`config.mk`:
```
export PLATFORM = sky130hd
export DESIGN_NAME = bsd_adder
export DESIGN_NICKNAME = d
export VERILOG_FILES = /design/src/rtl/bsd_adder.sv
export SDC_FILE = /design/constraint.sdc
export NUM_CORES = 1
export LEC_CHECK = 0
export BUFFER_PORTS_ARGS = -buffer_cell sky130_fd_sc_hd__buf_4
export CAP_MARGIN = 15
export CORE_MARGIN = 5
export CORE_UTILIZATION = 39
export DETAILED_ROUTE_END_ITERATION = 12
export PLACE_DENSITY = 0.9
export SYNTH_ARGS = -nofsm -noshare
export SYNTH_HDL_FRONTEND = slang
export SYNTH_SLANG_ARGS = --single-unit
```
`constraint.sdc`:
```
create_clock -name vclk -period 2.3
set_input_delay 0.345 -clock vclk [all_inputs]
set_output_delay 0.345 -clock vclk [all_outputs]
set_load 0.1 [all_outputs]
```
`src/rtl/bsd_adder.sv`:
```
module bsd_adder #(
  parameter int DIGITS = 16
) (
  input  logic [DIGITS-1:0] x_pos,
  input  logic [DIGITS-1:0] x_neg,
  input  logic [DIGITS-1:0] y_pos,
  input  logic [DIGITS-1:0] y_neg,
  output logic [DIGITS:0]   sum_pos,
  output logic [DIGITS:0]   sum_neg
);
  localparam int W = DIGITS + 1;

  // cell: 2*hi - lo = a + b - d ; returns {hi, lo}
  function automatic logic [1:0] ppm(input logic a, input logic b, input logic d);
    ppm = {(a & b) | (a & ~d) | (b & ~d), a ^ b ^ d};
  endfunction

  logic [W-1:0] xp_e, xn_e, yp_e, yn_e;
  logic [W-1:0] mid_pos, mid_neg;

  assign xp_e = {1'b0, x_pos};
  assign xn_e = {1'b0, x_neg};
  assign yp_e = {1'b0, y_pos};
  assign yn_e = {1'b0, y_neg};

  assign mid_pos[0] = 1'b0;
  assign sum_neg[0] = 1'b0;

  for (genvar i = 0; i < W; i++) begin : g_digit
    logic [1:0] r1, r2;
    assign r1 = ppm(xp_e[i], yp_e[i], xn_e[i]);
    assign mid_neg[i] = r1[0];
    assign r2 = ppm(mid_neg[i], yn_e[i], mid_pos[i]);
    assign sum_pos[i] = r2[0];
    if (i < W - 1) begin : g_up
      assign mid_pos[i+1] = r1[1];
      assign sum_neg[i+1] = r2[1];
    end
  end
endmodule

```
==> results_dict.tcl <==
set metrics [dict create \
    status "completed" \
    synth_nets 194 \
    yosys_warnings 0 \
    path_max_fanout 1 \
    finalWirelength_um 2900 \
    placed_area_mm2 0.00164 \
    drive_gt1_share_pct 50.0 \
    mostFrequentLayoutCell "buf_4" \
    place_congestion 0.826 \
    yosysUniqueCellTypes 5 \
    start_util_pct 40.4 \
    syn_avg_cell_area_um2 9.03 \
    final_area_mm2 0.00164 \
    grt_start_max_net_pins 2 \
    dieArea_mm2 0.00332 \
    crit_start "x_pos[13]" \
    worst_slack_ns 0.0938 \
    max_freq_ghz 0.453 \
    min_period_over_period_pct 95.9 \
    power_mw 1.39 \
    post_cts_buffers 0 \
    drcViolationCount 0 \
    powerDensity_mw_per_mm2 848 \
    postSynthCellCount 98 \
    grt_use_total_pct 18.4 \
    diodes 0 \
    worstSetupStartpointType "input port" \
    clockBufferCount 0 \
    firstDrtPassIters 4 \
    cp-end-kind "output pin" \
    placedCellCount 222 \
    finalHoldViolCount 0 \
    required_ns 1.96 \
    drt_first_iter_violations 11 \
    placement_rows 17 \
    hold_buffers 0 \
    finalNetCount 292 \
    wire_per_inst_um 13.0 \
    num_io_pins 98 \
    die_x_um 57.6 \
    cts_resized 0 \
    regArea_um2 0 \
    maxCapViolations 0 \
    irDropWorstVdd_mv 0.854 \
    grt_pass1_vias 1143 \
    fin_crit_ns 2.21 \
    dpl.hpwl_um 2930 \
    antenna_found_initial 0 \
    area_growth_syn_to_layout_pct 85.4 \
    critical_path.endpoint "sum_pos[13]" \
    overflow 0 \
    placement.io_buffers 97 \
    dieHeight_um 57.6 \
    core_mm2 0.00219 \
    slew_violations 0 \
    layout_common_cells "buf_4 (97), inv_1 (64), fa_1 (31)" \
    via_count 901 \
    hold_class "input port to output pin" \
    synth_area_um2 885 \
    leakage_nw 1.04 \
    dp_slack_ns 0.0841 \
    finalSetupViolations 0 \
    critical_path_class "input port to output pin" \
    tns_ns 0 \
    arrival_ns 1.86 \
    rsz0062_at_grt "no" \
    ant_nets 0 \
    seq_cell_count 0 \
    via_per_inst 4.06 \
    grt_pass1_wl_um 4820 \
    stdcell_count 222 \
    yosysSeqAreaShare_pct 0 \
]
-- where the power goes --
| group | switching (mW) | internal [mW] |
|---|---|---|
| logic | 1.09 | 0.301 |
| clock network | 0 | 0 |
| registers | 0 | 0 |
-- kinds of logic (layout without fill, tap and decap cells) --
group        count (synthesis)  count (layout)  share of synthesized area [%]
fa+ha+maj                   32              32                           71.6
other cells                  1               1                          0.424
buf+inv                     65             161                           28.0
-- worst min-delay path by stage --
stage | from | end | depth (start not counted)
after floorplan | x_neg[15] | sum_pos[16] | 2
after global placement | y_neg[2] | sum_pos[2] | 4
after detailed placement | y_neg[12] | sum_pos[12] | 4
after CTS | y_neg[12] | sum_pos[12] | 4
after global routing | y_neg[9] | sum_pos[9] | 4
final | y_neg[5] | sum_pos[5] | 4
-- metal layers --
| layer | GRT usage (%) | up-vias | share of wire (%) |
|---|---|---|---|
| met5 | 0 | - | 0 |
| met4 | 3.31 | 0 | 2.1 |
| met3 | 11.4 | 6 | 22 |
| met2 | 31.8 | 81 | 49 |
| met1 | 19.1 | 394 | 27 |
| li1 | - | 420 | - |
-- worst max-delay path, stage by stage --
cell and delay [ns]:
buf_4 0.12, fa_1 0.53, inv_1 0.06, fa_1 0.45, inv_1 0.07, buf_4 0.28
-- synth_stat cells --
library cell / instances / share of area, %
buf_4: 1 / 0.85
conb_1: 1 / 0.42
fa_1: 31 / 70
inv_1: 64 / 27
ha_1: 1 / 1.4
-- through the flow --
step	hold WS [ns]	utilization, %
finish	1.19	74.9
global route	1.21	74.9
CTS	1.19	74.9
detailed placement	1.19	74.9
global placement	1.18	74.9
floorplan	1.18	-
-- final cells by class --
type | count | area (um2)
fillers | 162 | 551
inverters | 64 | 240
multi-input cells | 33 | 637
well taps | 28 | 35.0
repair buffers | 97 | 728
Power figures use the tool's default switching activity.
